$ cat config.mk
export PLATFORM = sky130hd
export DESIGN_NAME = mont_csa_mul
export DESIGN_NICKNAME = d
export VERILOG_FILES = /design/src/rtl/mmul_pkg.sv /design/src/rtl/mmul_csa_step.sv /design/src/rtl/mmul_word_add.sv /design/src/rtl/mont_csa_mul.sv
export SDC_FILE = /design/constraint.sdc
export NUM_CORES = 1
export LEC_CHECK = 0
export ABC_AREA = 1
export BUFFER_PORTS_ARGS = -buffer_cell sky130_fd_sc_hd__buf_4
export CAP_MARGIN = 20
export CELL_PAD_IN_SITES_DETAIL_PLACEMENT = 0
export CELL_PAD_IN_SITES_GLOBAL_PLACEMENT = 2
export CORE_MARGIN = 1
export CORE_UTILIZATION = 35
export CTS_CLUSTER_DIAMETER = 40
export DETAILED_ROUTE_END_ITERATION = 6
export GPL_TIMING_DRIVEN = 0
export PLACE_DENSITY_LB_ADDON = 0.1
export SETUP_SLACK_MARGIN = 0.4
export SLEW_MARGIN = 25
export SYNTH_ARGS = -nofsm -noshare
export SYNTH_HDL_FRONTEND = slang
export SYNTH_HIERARCHICAL = 1
export SYNTH_SLANG_ARGS = --single-unit
$ cat constraint.sdc
create_clock -name clk -period 2.9 [get_ports clk]
set_input_delay 0.435 -clock clk [delete_from_list [all_inputs] [get_ports clk]]
set_output_delay 0.435 -clock clk [all_outputs]
set_load 0.01 [all_outputs]
$ cat src/rtl/mmul_pkg.sv
package mmul_pkg;
    localparam int SLICE_W = 32;

    typedef enum logic [1:0] {
        ST_IDLE,
        ST_SCAN,
        ST_RESOLVE
    } mm_state_e;
endpackage

$ cat src/rtl/mmul_csa_step.sv
// One scan iteration: two 3:2 compressions and a halving, all in carry-save form.
module mmul_csa_step #(
    parameter int W = 67
) (
    input  logic [W-1:0] ps_i,
    input  logic [W-1:0] pc_i,
    input  logic [W-1:0] y_i,
    input  logic [W-1:0] n_i,
    input  logic         xbit_i,
    output logic [W-1:0] ps_o,
    output logic [W-1:0] pc_o
);
    logic [W-1:0] add_y;
    logic [W-1:0] ss;
    logic [W-1:0] maj1;
    logic [W-1:0] sc;
    logic [W-1:0] add_n;
    logic [W-1:0] s2;

    always_comb begin
        add_y = xbit_i ? y_i : '0;
        ss    = ps_i ^ pc_i ^ add_y;
        maj1  = (ps_i & pc_i) | (ps_i & add_y) | (pc_i & add_y);
        sc    = {maj1[W-2:0], 1'b0};
        // sc[0] is always 0, so the parity of the sum is ss[0]
        add_n = ss[0] ? n_i : '0;
        s2    = ss ^ sc ^ add_n;
        // halving: the sum vector drops its (zero) low bit, and the carry vector loses its implicit shift
        ps_o  = {1'b0, s2[W-1:1]};
        pc_o  = (ss & sc) | (ss & add_n) | (sc & add_n);
    end
endmodule

$ cat src/rtl/mmul_word_add.sv
// Narrow ripple adder used to resolve one slice per cycle.
module mmul_word_add #(
    parameter int SW = 32
) (
    input  logic [SW-1:0] a_i,
    input  logic [SW-1:0] b_i,
    input  logic          cin_i,
    output logic [SW-1:0] sum_o,
    output logic          cout_o
);
    logic [SW:0] full;

    always_comb begin
        full   = {1'b0, a_i} + {1'b0, b_i} + {{SW{1'b0}}, cin_i};
        sum_o  = full[SW-1:0];
        cout_o = full[SW];
    end
endmodule

$ cat src/rtl/mont_csa_mul.sv
module mont_csa_mul
    import mmul_pkg::*;
#(
    parameter int K = 64
) (
    input  logic         clk,
    input  logic         rst_n,
    input  logic         start_i,
    input  logic [K-1:0] x_i,
    input  logic [K-1:0] y_i,
    input  logic [K-1:0] n_i,
    output logic         done_o,
    output logic [K-1:0] res_o
);
    localparam int W      = K + 3;
    localparam int NSLICE = K / SLICE_W;
    localparam int ITER   = K + 2;
    localparam int ICW    = $clog2(ITER + 1);
    localparam int SCW    = $clog2(NSLICE + 1);

    mm_state_e state_q, state_d;

    logic [W-1:0]       ps_q, pc_q, y_q, n_q;
    logic [W-1:0]       ps_nx, pc_nx;
    logic [K-1:0]       xs_q;
    logic [K-1:0]       acc_q, acc_nx;
    logic [ICW-1:0]     icnt_q;
    logic [SCW-1:0]     scnt_q;
    logic               cy_q;
    logic [SLICE_W-1:0] slice_sum;
    logic               slice_cout;
    logic               last_iter, last_slice;
    logic               done_q;
    logic [K-1:0]       res_q;

    assign last_iter  = (icnt_q == ICW'(ITER - 1));
    assign last_slice = (scnt_q == SCW'(NSLICE - 1));

    mmul_csa_step #(.W(W)) step_i (
        .ps_i   (ps_q),
        .pc_i   (pc_q),
        .y_i    (y_q),
        .n_i    (n_q),
        .xbit_i (xs_q[0]),
        .ps_o   (ps_nx),
        .pc_o   (pc_nx)
    );

    mmul_word_add #(.SW(SLICE_W)) wadd_i (
        .a_i    (ps_q[SLICE_W-1:0]),
        .b_i    (pc_q[SLICE_W-1:0]),
        .cin_i  (cy_q),
        .sum_o  (slice_sum),
        .cout_o (slice_cout)
    );

    generate
        if (NSLICE == 1) begin : g_one_slice
            assign acc_nx = slice_sum;
        end else begin : g_multi_slice
            assign acc_nx = {slice_sum, acc_q[K-1:SLICE_W]};
        end
    endgenerate

    // state register
    always_ff @(posedge clk or negedge rst_n) begin
        if (!rst_n) state_q <= ST_IDLE;
        else        state_q <= state_d;
    end

    // next-state logic
    always_comb begin
        state_d = state_q;
        unique case (state_q)
            ST_IDLE:    if (start_i)    state_d = ST_SCAN;
            ST_SCAN:    if (last_iter)  state_d = ST_RESOLVE;
            ST_RESOLVE: if (last_slice) state_d = ST_IDLE;
            default:                    state_d = ST_IDLE;
        endcase
    end

    // datapath registers
    always_ff @(posedge clk or negedge rst_n) begin
        if (!rst_n) begin
            ps_q   <= '0;
            pc_q   <= '0;
            y_q    <= '0;
            n_q    <= '0;
            xs_q   <= '0;
            acc_q  <= '0;
            icnt_q <= '0;
            scnt_q <= '0;
            cy_q   <= 1'b0;
        end else begin
            unique case (state_q)
                ST_IDLE: begin
                    if (start_i) begin
                        ps_q   <= '0;
                        pc_q   <= '0;
                        xs_q   <= x_i;
                        y_q    <= {{(W-K){1'b0}}, y_i};
                        n_q    <= {{(W-K){1'b0}}, n_i};
                        icnt_q <= '0;
                    end
                end
                ST_SCAN: begin
                    ps_q   <= ps_nx;
                    pc_q   <= pc_nx;
                    xs_q   <= xs_q >> 1;
                    icnt_q <= icnt_q + 1'b1;
                    scnt_q <= '0;
                    cy_q   <= 1'b0;
                end
                ST_RESOLVE: begin
                    ps_q   <= ps_q >> SLICE_W;
                    pc_q   <= pc_q >> SLICE_W;
                    cy_q   <= slice_cout;
                    scnt_q <= scnt_q + 1'b1;
                    acc_q  <= acc_nx;
                end
                default: ;
            endcase
        end
    end

    // outputs
    always_ff @(posedge clk or negedge rst_n) begin
        if (!rst_n) begin
            done_q <= 1'b0;
            res_q  <= '0;
        end else begin
            done_q <= (state_q == ST_RESOLVE) && last_slice;
            if ((state_q == ST_RESOLVE) && last_slice) res_q <= acc_nx;
        end
    end

    assign done_o = done_q;
    assign res_o  = res_q;
endmodule

=== Yosys cells after proc, flatten, opt, wreduce, memory -nomap -nowiden ===
Index checks and enable logic that the tools add are counted.

* Word-level logic and storage cells: 61
* Output and inout bits: 65
* Flip-flop bits (word level): 467
* Input bits: 195

* Bitwise gates (word level): 14
* Equality and inequality tests: 7
* Reduce and logical (&&, ||, !) cells: 9
* Mux-type cells: 15
* $add $sub $neg: 4

{| class="wikitable"
|+ Operator list
! cell !! number
|-
| $pmux W67 S3 || 2
|-
| $xor A67 B67 Y67 || 4
|-
| $and A67 B67 Y67 || 3
|-
| $and A66 B66 Y66 || 3
|-
| $mux W64 || 3
|-
| $or A67 B67 Y67 || 2
|-
| $or A66 B66 Y66 || 2
|-
| $pmux W64 S2 || 1
|-
| $mux W67 || 1
|-
| $add A32 B32 Y33 || 1
|-
| $add A33 B1 Y33 || 1
|-
| $pmux W7 S2 || 1
|-
| $add A7 B1 Y7 const B || 1
|-
| $eq A7 B7 Y1 const B || 1
|-
| $mux W7 || 1
|-
| $mux W2 || 3
|-
| $ne A2 B2 Y1 const B || 3
|-
| $pmux W2 S3 || 1
|-
| $reduce_and A2 Y1 || 3
|-
| $eq A2 B1 Y1 const B || 2
|-
| $pmux W2 S2 || 1
|-
| $reduce_bool A2 Y1 || 2
|-
| $reduce_and A3 Y1 || 1
|-
| $reduce_bool A3 Y1 || 1
|-
| 5 further kinds || 5
|}

=== Depth between registers and ports, before layout ===
Gate-level depths: netlist of run 1.

* Depth after elaboration: 8
* Depth in mapped cells: 14
* Depth with buffers taken out: 14

=== By module ===
The synthesis of run 1 kept the hierarchy.

{| class="wikitable"
|+ By module, submodules not included
! module !! instances !! sequential area each (sq um) !! cells each !! area each (sq um)
|-
| mont_csa_mul || 1 || 10885.4 || 1819 || 18337.6
|-
| mmul_csa_step || 1 || 0.0 || 427 || 3791.1
|-
| mmul_word_add || 1 || 0.0 || 502 || 2448.6
|}

=== Worst setup path before layout of run 1 ===
Ideal clock, no wire load.

* Path kind: register to register
* Start: register xs_q[0]
* End: register ps_q[0]
* Path buffers: 4
* Slack: 465 ps
* Arrival: 2317 ps
* Cell stages (with the launch flop): 13
* Data required time: 2782 ps
* Library setup time: 118 ps
* Clock period less this slack: 2435 ps
* Cell sequence: dfrtp_1 -> buf_4 -> buf_4 -> nand2_1 -> fa_1 -> buf_2 -> buf_4 -> nor2_1 -> fa_1 -> nand2_1 -> o21ai_0 -> nand3_1 -> nand2_1

* Longest elaborated chain between the ends: 7
* Elaborated cells between the ends (all ways): 10
* Classes of those cells: mux (3); bitwise (7)

{| class="wikitable"
|+ RTL lines
! item !! RTL line !! source
|-
| from (decl) || mont_csa_mul.sv:25 || <nowiki>logic [K-1:0] xs_q;</nowiki>
|-
| from (signal assigned) || mont_csa_mul.sv:100 || <nowiki>xs_q <= x_i;</nowiki>
|-
| from (signal assigned) || mont_csa_mul.sv:109 || <nowiki>xs_q <= xs_q >> 1;</nowiki>
|-
| $mux W64 * || mmul_csa_step.sv:21 || <nowiki>add_y = xbit_i ? y_i : '0;</nowiki>
|-
| $and A66 B66 Y66 || mmul_csa_step.sv:23 || <nowiki>maj1 = (ps_i & pc_i) | (ps_i & add_y) | (pc_i & add_y);</nowiki>
|-
| $or A66 B66 Y66 (2 in series) || mmul_csa_step.sv:23 ||
|-
| $xor A67 B67 Y67 || mmul_csa_step.sv:27 || <nowiki>s2 = ss ^ sc ^ add_n;</nowiki>
|-
| $xor A67 B67 Y67 * || mmul_csa_step.sv:27 ||
|-
| net ps_nx[0] || mont_csa_mul.sv:24 || <nowiki>logic [W-1:0] ps_nx, pc_nx;</nowiki>
|-
| $pmux W67 S3 * || mont_csa_mul.sv:95 || <nowiki>unique case (state_q)</nowiki>
|-
| to (signal assigned) || mont_csa_mul.sv:107 || <nowiki>ps_q <= ps_nx;</nowiki>
|-
| to (signal assigned) || mont_csa_mul.sv:115 || <nowiki>ps_q <= ps_q >> SLICE_W;</nowiki>
|-
| to (decl) || mont_csa_mul.sv:23 || <nowiki>logic [W-1:0] ps_q, pc_q, y_q, n_q;</nowiki>
|}

Mark *: on every way through the listed nets, which the timed path passes. The rest lies on a longest branch.
A chain may end at the register's enable or synchronous reset.

=== Final worst setup path of run 1 ===
* Start: register xs_q[0]
* End: register ps_q[54]

The elaborated chain is that of the path after synthesis.

==> impl_results.md, run 1 <==
* Status: finished, final reports clean
* Synth cell count leaders: 803 x nand2_1, 435 x dfrtp_1, 370 x inv_1
* Seq/Total Area, Yosys at 44.3%
* Worst-Skew Late Latency at 0.62 ns
* N_diodes at 0
* CP Capture Type: flop
* Synthesized area at 0.0246 mm2
* Wirelength per Cell at 18.5 um
* Flop pwr share at 26.5%
* Pin count of the biggest net entering global routing at 84
* Critical path cell sequence: buf_12 > buf_12 > nand2_4 > fa_2 > buf_12 > buf_12 > buf_12 > nor2_4 > fa_2 > nand3_1 > o21ai_0
* Worst setup path category: reg -> reg
* Post-route DRC at 0
* Final Max Slew Viols at 0
* TritonCTS clock tree: built
* Reg area at 0.0109 mm2
* Slowest Stage Delay on Critical Path at 0.53 ns
* First drt pass iteration count at 5
* First-pass GRT wire length at 119000 um
* Core area at 0.0691 mm2
* P&R area growth vs syn at 28.8%
* DRT iter0 DRCs at 1031
* WHS at 0.0416 ns
* EDFF count, synth at 0
* Final antenna-violating net count at 0
* Worst path bufs/invs at 5
* Gr usage total at 22.0%
* Max IR drop VDD at 0.000485 V
* CTS Buf Count at 88
* Die Y-Extent at 267 um
* Clock share of power at 27.6%
* Vias per cell at 4.65
* Final hold violation count at 0
* Final worst-path cycle share at 92.1%
* I/O Pins at 260
* RSZ-0062 raised after global routing: true
* Port bufs at 259
* Comb pwr share at 46.0%
* Max frequency at 375 MHz
* Max Cap Violations at 0
* Initial antenna violation count at 5
* Number of global-route vias before repair at 20452
* H-tree depth at 3
* Critical-path maximum fanout at 6
* Ys async rst share at 100%
* Cell count after synthesis at 2748
* Synth area leader: dfrtp_1
* Syn Area/Cell at 8.94 um2
* Post-Route WL at 76400 um
* Yosys reg bits at 435
* Dpl cell area at 0.0279 mm2
* Sink Count at 435
* Initial Util at 35.6%
* CP required at 3.37 ns
* Clock Skew at 0.0212 ns
* RePlAce Congestion at 0.870
* Fin area at 0.0317 mm2
* Share of post-route cells with drive strength above 1 at 24.1%
* Synth top area cells: dfrtp_1 44%, nand2_1 12%, fa_1 11%
* Sw Share at 40.5%
* # rows at 96
* Synth top area share at 44.3%
* YS warnings at 6
* Final net count at 3494
* Power Dens Cells at 1200 mW/mm2
* Die width at 267 um
* Fillers at 6859
* Layout Utilization at 45.8%
* Setup TNS at 0 ns
* Longest Clk Path Bufs at 3
* Total number of vias at 19209
* Most frequent CP cell: buf_12
* Clock root buffer: clkbuf_16
* Die Area at 0.0713 mm2
* Hpwl dp at 58900 um
* Clk slew on worst S/H paths at 0.05 ns
* Critical path startpoint category: flop
* Critical path's slowest cell: fa_2
* Main flop type after synthesis: dfrtp_1
* Hold Crit Class: in -> reg
* Area of the multi-input gates at 0.0119 mm2
* Total grt overflow at 0
* Worst Tran Pin Value at 0.836 ns
* Sw power at 15.3 mW
* Final setup fails at 0
* Synth cell types at 35
* Final min period at 2.67 ns
* Slew margin rel. at 44.3%
* Pint at 22.6 mW
* CP delay by family, top: adder cells
* Crit path DAT at 3.14 ns
* Most instantiated library cell after synthesis: nand2_1
* Leakage at 16.5 nW
[per-stage QoR]
| step | cells | worst slack [ns] | power [mW] |
|---|---|---|---|
| 3_5_place_dp | 3949 | -0.325 | 25.9 |
| 6_report | 4128 | 0.230 | 37.9 |
| 5_1_grt | 4128 | 0.165 | 40.8 |
| 2_1_floorplan | 2753 | 0.465 | 20.2 |
| 3_3_place_gp | 3943 | -3.42 | 25.8 |
| 4_1_cts | 4119 | 0.287 | 37.6 |
[layer usage]
| metal | up-vias | part of all wire, % | global-route usage [%] |
|---|---|---|---|
| li1 | 9379 | - | - |
| met1 | 9281 | 44 | 28.6 |
| met2 | 415 | 49 | 37.3 |
| met3 | 130 | 4.9 | 3.79 |
| met4 | 4 | 2.7 | 6.74 |
| met5 | - | 0.030 | 0 |
[final timing paths]
check                      depth (start not counted)  slack [ns]                   from                    end
max                                               11        0.23    xs_q[0]$_DFFE_PN0P_   ps_q[54]$_DFFE_PN0P_
min                                                3        0.04                x_i[63]   xs_q[63]$_DFFE_PN0P_
max reg2reg                                       11        0.23    xs_q[0]$_DFFE_PN0P_   ps_q[54]$_DFFE_PN0P_
min reg2reg                                        2        0.48  res_o[61]$_DFFE_PN0P_  res_o[61]$_DFFE_PN0P_
max in group asynchronous                          5        1.08                  rst_n   xs_q[54]$_DFFE_PN0P_
min in group asynchronous                          2        0.33                  rst_n  res_o[36]$_DFFE_PN0P_
[what timing repair did]
action / CTS / global route
hold buffers: 1 / 0
pin swaps: 11 / 32
setup buffers: 9 / 9
endpoints found under the hold margin: 54 / 0
gates resized for setup: 87 / 87
gates cloned: 1 / 0
endpoints found under the setup margin: 145 / 126
[flip-flops by register name, indices dropped and copies added, names as in the netlist]
name and cells:
res_o 64, ps_q 67, n_q 64, state_q 2, cy_q 1, y_q 64, xs_q 64, scnt_q 2
acc_q 32, pc_q 67, done_o 1, icnt_q 7
[worst register-to-register path: stages (launching register included)]
cell     delay (ns)
dfrtp_2        0.45
buf_12         0.15
buf_12         0.12
nand2_4        0.06
fa_2           0.53
buf_12         0.20
buf_12         0.14
buf_12         0.14
nor2_4         0.13
fa_2           0.44
nand3_1        0.09
o21ai_0        0.08
[cell type report]
class	instances	area share (%)
sequential	435	34.4
inverter	376	4.46
buffer	136	2.90
clock buffer	104	7.40
clock inverter	55	2.24
multi-input combinational	1806	37.6
tap	931	3.68
timing repair buffer	285	7.35
[cells by family (layout without fill, tap and decap cells)]
kind of cell    count (synthesis)  in the layout  synth area share, %
mux                           128            128                 7.39
other cells                     2              7               0.0306
flops                         435            435                 44.3
xor+xnor                       15             15                0.535
simple gates                 1183           1183                 19.4
fa+ha+maj                     171            171                 12.8
buf+inv                       512            956                 8.93
compound gates                302            302                 6.58
[power groups by stage]
stage / clock (mW) / sequential [mW] / combinational, mW
CTS: 10.7 / 10.1 / 16.9
global route: 11.0 / 10.4 / 19.4
global placement: 0 / 10.1 / 15.7
floorplan: 0 / 9.82 / 10.4
detailed placement: 0 / 10.1 / 15.8
finish: 10.4 / 10.0 / 17.4
[layout by cell type, fill, tap and decap left out, types with 5 or more instances in the layout]
cell | Yosys | layout
clkinv_4 | 0 | 10
nand2_4 | 1 | 6
nor2_1 | 175 | 127
clkbuf_8 | 0 | 6
ha_1 | 37 | 37
buf_2 | 60 | 53
dfrtp_1 | 435 | 434
nand3_1 | 166 | 159
fa_2 | 0 | 17
fa_1 | 134 | 117
nand2_1 | 803 | 797
buf_6 | 22 | 26
nand4_1 | 5 | 5
buf_4 | 9 | 275
a31oi_1 | 63 | 63
bufinv_16 | 0 | 12
inv_6 | 0 | 8
o21ai_1 | 8 | 25
o21ai_0 | 200 | 180
nor2_2 | 4 | 26
a21oi_1 | 24 | 24
conb_1 | 2 | 7
inv_2 | 6 | 6
buf_12 | 0 | 9
nand2_2 | 17 | 18
nand3_2 | 4 | 11
nor2_4 | 0 | 26
xor2_1 | 15 | 15
clkbuf_1 | 45 | 53
buf_16 | 0 | 7
clkinv_2 | 0 | 15
clkbuf_16 | 0 | 89
inv_1 | 370 | 370
mux2_4 | 100 | 100
mux2_2 | 26 | 26
Note: power is estimated with default switching activity, not from simulation.
==> run 2: changes to the inputs <==
--- a/config.mk
+++ b/config.mk
@@ -10,6 +10,7 @@
 export CAP_MARGIN = 20
 export CELL_PAD_IN_SITES_DETAIL_PLACEMENT = 0
 export CELL_PAD_IN_SITES_GLOBAL_PLACEMENT = 2
+export CORE_ASPECT_RATIO = 0.75
 export CORE_MARGIN = 1
 export CORE_UTILIZATION = 35
 export CTS_CLUSTER_DIAMETER = 40
==> constraint.sdc (replaced) <==
create_clock -name clk -period 2.9 [get_ports clk]
set_input_delay 0.145 -clock clk [delete_from_list [all_inputs] [get_ports clk]]
set_output_delay 0.145 -clock clk [all_outputs]
set_load 0.01 [all_outputs]
==> impl_results.md, run 2 (synthesized netlist as in run 1, its figures left out) <==
* Status: finished, final reports clean
* CP Capture Type: flop
* Share of post-route cells with drive strength above 1 at 22.6% (-1.5 points)
* Leakage at 17.2 nW (+4.3%)
* Sink Count at 435 (unchanged)
* Most common cell after layout, fill and taps aside: nand2_1
* Total grt overflow at 0 (unchanged)
* Post-Route WL at 79400 um (+3.9%)
* Worst-Skew Late Latency at 0.64 ns (+0.02 ns)
* Final min period at 2.59 ns (-0.0794 ns)
* Layout Utilization at 48.4% (+2.6 points)
* Worst setup path category: reg -> reg
* First-pass GRT wire length at 125000 um (+4.8%)
* CTS Buf Count at 78 (-11%)
* Initial antenna violation count at 1 (-4)
* Post-route DRC at 0 (unchanged)
* Final net count at 3674 (+5.2%)
* Final setup fails at 0 (unchanged)
* First drt pass iteration count at 7 (+2)
* Fillers at 6632 (-3.3%)
* Clock Skew at 0.0213 ns (+0.000105 ns)
* Biggest regs: pc_q x67, ps_q x67
* Worst Tran Pin Value at 0.796 ns (-0.0397 ns)
* P&R area growth vs syn at 35.9%
* Hold Crit Class: in -> async
* Initial Util at 35.6% (+0.057 points)
* I/O Pins at 260 (unchanged)
* RePlAce Congestion at 0.870 (about the same)
* Final worst-path cycle share at 89.3% (-2.7 points)
* Met3 wire length at 3480 um (-7.3%)
* Max frequency at 386 MHz (+3.1%)
* Port bufs at 259 (unchanged)
* Die width at 308 um (+15%)
* H-tree depth at 3 (unchanged)
* Number of global-route vias before repair at 21315 (+4.2%)
* Most frequent cells in the layout: 789 x nand2_1, 434 x dfrtp_1, 370 x inv_1
* # rows at 83 (-14%)
* Final Power at 37.8 mW (-0.34%)
* Setup TNS at 0 ns (unchanged)
* CP required at 3.48 ns (+0.11 ns)
* DRT iter0 DRCs at 1267 (+23%)
* Core area at 0.0690 mm2 (-0.16%)
* TritonCTS clock tree: built
* Hpwl dp at 59500 um (+1.0%)
* Critical-path maximum fanout at 6 (unchanged)
* Power Dens Cells at 1130 mW/mm2 (-5.6%)
* Slew margin rel. at 46.9% (+2.6 points)
* Final Max Slew Viols at 0 (unchanged)
* Die Area at 0.0713 mm2 (about the same)
* Pin count of the biggest net entering global routing at 90 (+7.1%)
* Longest Clk Path Bufs at 3 (unchanged)
* Wirelength per Cell at 18.4 um (-0.48%)
* Metal-1 WL at 39300 um (+17%)
* Die Y-Extent at 231 um (-13%)
* Final hold violation count at 0 (unchanged)
* Critical path startpoint category: flop
* RSZ-0062 raised after global routing: true
* Total number of vias at 20239 (+5.4%)
* Gr usage total at 23.0% (+0.97 points)
* Crit path DAT at 3.17 ns (+0.03 ns)
* Max Cap Violations at 0 (unchanged)
* Clk slew on worst S/H paths at 0.06 ns (about the same)
* DR top layer: met4
* Wire length on met2 at 35200 um (-5.0%)
* Max IR drop VDD at 0.000654 V (+35%)
* Clock root buffer: clkbuf_16
* Final antenna-violating net count at 0 (unchanged)
* Vias per cell at 4.70 (+0.96%)
run 2: metal layers:
layer	vias up	global-route usage [%]
met2	449	35.2
li1	9722	-
met4	0	5.44
met3	98	3.47
met1	9970	34.1
met5	-	0
run 2: final timing paths:
kind	to	slack, ns	start	depth (start not counted)
max in group asynchronous	xs_q[21]$_DFFE_PN0P_	1.64	rst_n	3
hold reg to reg	res_o[39]$_DFFE_PN0P_	0.48	res_o[39]$_DFFE_PN0P_	2
setup reg to reg	ps_q[0]$_DFFE_PN0P_	0.31	xs_q[0]$_DFFE_PN0P_	12
setup / recovery	ps_q[0]$_DFFE_PN0P_	0.31	xs_q[0]$_DFFE_PN0P_	12
min in group clk	n_q[28]$_DFFE_PN0P_	0.27	n_i[28]	3
hold / removal	xs_q[14]$_DFFE_PN0P_	0.17	rst_n	3
run 2: timing repair:
| item | 4_1_cts | 5_1_grt |
|---|---|---|
| endpoints found under the setup margin | 148 | 114 |
| hold endpoints to repair | 457 | 0 |
| hold buffers | 195 | 0 |
| gates resized for setup | 125 | 77 |
| setup buffers | 12 | 3 |
| gates cloned | 1 | 0 |
| pin swaps | 27 | 46 |
run 2: area by class of cell:
type,instances,area [um2],area share [%]
multi-input cells,1806,12000,35.8
flip-flops and latches,435,10900,32.6
repair buffers,475,4210,12.6
clock buffers,94,2100,6.29
inverters,376,1410,4.22
well taps,935,1170,3.50
plain buffers,136,907,2.72
clock inverters,50,746,2.23
diodes,1,2.50,0.00749
run 2: worst max-delay path, stage by stage (launching register included):
cell     delay [ns]
dfrtp_2        0.42
buf_12         0.12
buf_12         0.09
nand2_4        0.04
fa_2           0.63
buf_12         0.17
buf_12         0.16
nor2_4         0.04
fa_2           0.51
nand2_1        0.05
o21ai_1        0.11
nand3_1        0.09
nand2_1        0.08
run 2: metrics by stage:
stage | worst slack, ns | hold WS [ns] | instances | area [um2]
CTS | 0.311 | 0.179 | 4304 | 33200
finish | 0.309 | 0.166 | 4308 | 33400
global route | 0.246 | 0.206 | 4308 | 33400
global placement | -3.12 | 0.378 | 3947 | 27700
detailed placement | -0.389 | -0.00259 | 3952 | 27900
floorplan | 0.465 | -0.151 | 2753 | 24600
run 2: report_power, final:
| part | leakage [nW] | internal (mW) | switching, mW |
|---|---|---|---|
| clock network | 1.38 | 6.42 | 3.53 |
| registers | 5.54 | 8.50 | 1.55 |
| logic | 10.3 | 7.24 | 10.5 |
==> run 3: changes to the inputs <==
--- a/config.mk
+++ b/config.mk
@@ -12,7 +12,7 @@
 export CELL_PAD_IN_SITES_GLOBAL_PLACEMENT = 2
 export CORE_ASPECT_RATIO = 0.75
 export CORE_MARGIN = 1
-export CORE_UTILIZATION = 35
+export CORE_UTILIZATION = 37
 export CTS_CLUSTER_DIAMETER = 40
 export DETAILED_ROUTE_END_ITERATION = 6
 export GPL_TIMING_DRIVEN = 0
==> impl_results.md, run 3 (synthesized netlist as in run 1, its figures left out) <==
* Status: finished, final reports clean
* Power Dens Cells at 1130 mW/mm2 (-0.42%)
* CP required at 3.38 ns (-0.10 ns)
* Initial Util at 37.5% (+1.9 points)
* Most common cell after layout, fill and taps aside: nand2_1
* Max Cap Violations at 0 (unchanged)
* Final setup slack of the worst path at 0.279 ns (-0.0299 ns)
* Fillers at 6315 (-4.8%)
* Clk slew on worst S/H paths at 0.05 ns (about the same)
* Vias per cell at 4.79 (+2.0%)
* Worst path bufs/invs at 5 (+1)
* Sink Count at 435 (unchanged)
* Max frequency at 382 MHz (-1.1%)
* Clock root buffer: clkbuf_16
* CP Capture Type: flop
* Clock Skew at 0.0165 ns (-0.00477 ns)
* Critical path startpoint category: flop
* Total grt overflow at 0 (unchanged)
* Dpl cell area at 0.0278 mm2 (-0.19%)
* Slew margin rel. at 48.5% (+1.6 points)
* Critical path cell sequence: buf_12 > buf_12 > nand2_4 > fa_2 > buf_12 > buf_12 > buf_4 > nor2_2 > fa_1 > nand3_1 > o21ai_1
* Final Max Slew Viols at 0 (unchanged)
* Final Power at 37.4 mW (-0.94%)
* Die Y-Extent at 225 um (-2.7%)
* Final net count at 3675 (+0.027%)
* Layout Utilization at 50.8% (+2.3 points)
* Core area at 0.0655 mm2 (-5.1%)
* Post-route DRC at 0 (unchanged)
* H-tree depth at 3 (unchanged)
* Hpwl dp at 59200 um (-0.46%)
* Post-Route WL at 78400 um (-1.2%)
* Fin area at 0.0332 mm2 (-0.52%)
* First-pass GRT wire length at 123000 um (-1.5%)
* Final antenna-violating net count at 0 (unchanged)
* Critical path's slowest cell: fa_2
* Worst setup path category: reg -> reg
* Wirelength per Cell at 18.5 um (+0.33%)
* Max IR drop VDD at 0.000639 V (-2.4%)
* Final worst-path cycle share at 90.4% (+1.0 points)
* Final min period at 2.62 ns (+0.0299 ns)
* Leakage at 17.2 nW (-0.25%)
* Final hold violation count at 0 (unchanged)
* Final setup fails at 0 (unchanged)
* Longest Clk Path Bufs at 3 (unchanged)
* Die width at 300 um (-2.7%)
* Slowest Stage Delay on Critical Path at 0.50 ns (-0.13 ns)
* Setup TNS at 0 ns (unchanged)
* Hold Crit Class: in -> reg
* DRT iter0 DRCs at 1374 (+8.4%)
* P&R area growth vs syn at 35.2%
* Dpl ws at -0.337 ns (+0.0515 ns)
* CP delay by family, top: adder cells
* Most frequent CP cell: buf_12
* First drt pass iteration count at 5 (-2)
* Die Area at 0.0675 mm2 (-5.4%)
* Total number of vias at 20339 (+0.49%)
* Worst-Skew Late Latency at 0.63 ns (about the same)
* N_diodes at 0 (-1)
* Number of global-route vias before repair at 21189 (-0.59%)
* Biggest regs: pc_q x67, ps_q x67
* CTS Buf Count at 77 (-1.3%)
* I/O Pins at 260 (unchanged)
* Crit path DAT at 3.10 ns (-0.07 ns)
* Most frequent cells in the layout: 794 x nand2_1, 434 x dfrtp_1, 370 x inv_1
* # rows at 81 (-2.4%)
* TritonCTS clock tree: built
* RSZ-0062 raised after global routing: true
* RePlAce Congestion at 0.852 (-2.1%)
* Critical-path maximum fanout at 6 (unchanged)
* Gr usage total at 23.9% (+0.89 points)
* Initial antenna violation count at 0 (-1)
* Share of post-route cells with drive strength above 1 at 22.2% (-0.39 points)
* Worst Tran Pin Value at 0.772 ns (-0.0238 ns)
* Pin count of the biggest net entering global routing at 80 (-11%)
* Port bufs at 259 (unchanged)
[run 3: cell types whose count changed in the layout (fill, tap and decap cells not counted), moves of 5 or more]
cell	previous run	this run
o21ai_0	167	175
clkbuf_8	9	16
clkinvlp_4	5	10
nand2_1	789	794
[run 3: worst min-delay path: cells and delay by family]
family | cells | cell delay [ns]
multiplexers | 1 | 0.12
buffers and inverters | 2 | 0.61
[run 3: power breakdown]
group | switching (mW) | internal (mW) | leakage, nW
combinational | 10.5 | 7.22 | 10.3
clock | 3.39 | 6.31 | 1.33
sequential | 1.54 | 8.50 | 5.54
total | 15.4 | 22.0 | 17.2
[run 3: routing by layer]
layer	wire length, um	track usage (%)	vias to the layer above
met2	33700	35.6	496
li1	-	-	9709
met1	39200	35.9	10021
met3	3850	3.65	113
met4	1690	6.45	0
met5	0	0	-
[run 3: what timing repair did]
action	CTS	global route
pin swaps	10	43
gates cloned	1	0
setup endpoints to repair	144	115
setup buffers	9	6
gates resized for setup	97	85
hold buffers	196	0
hold endpoints to repair	360	0
[run 3: stage by stage]
| stage | cells | hold WS [ns] |
|---|---|---|
| after floorplan | 2753 | -0.151 |
| after global placement | 3883 | 0.378 |
| after detailed placement | 3889 | 0.0620 |
| after CTS | 4237 | 0.252 |
| after global routing | 4243 | 0.282 |
| final | 4243 | 0.287 |
[run 3: worst paths after layout]
path / slack, ns / endpoint / startpoint / cells after the start
setup / recovery: 0.28 / ps_q[60]$_DFFE_PN0P_ / xs_q[0]$_DFFE_PN0P_ / 11
hold / removal: 0.29 / n_q[59]$_DFFE_PN0P_ / n_i[59] / 3
setup reg to reg: 0.28 / ps_q[60]$_DFFE_PN0P_ / xs_q[0]$_DFFE_PN0P_ / 11
hold reg to reg: 0.47 / res_o[61]$_DFFE_PN0P_ / res_o[61]$_DFFE_PN0P_ / 2
max in group asynchronous: 0.92 / res_o[60]$_DFFE_PN0P_ / rst_n / 6
min in group asynchronous: 0.52 / xs_q[26]$_DFFE_PN0P_ / rst_n / 3
[run 3: area by class of cell]
type	count	area (um2)	share of cell area (%)
multi-input combinational	1806	11900	35.9
sequential	435	10900	32.8
timing repair buffer	477	4250	12.8
clock buffer	100	2170	6.54
inverter	376	1410	4.25
tap	871	1090	3.28
buffer	136	902	2.71
clock inverter	42	589	1.77
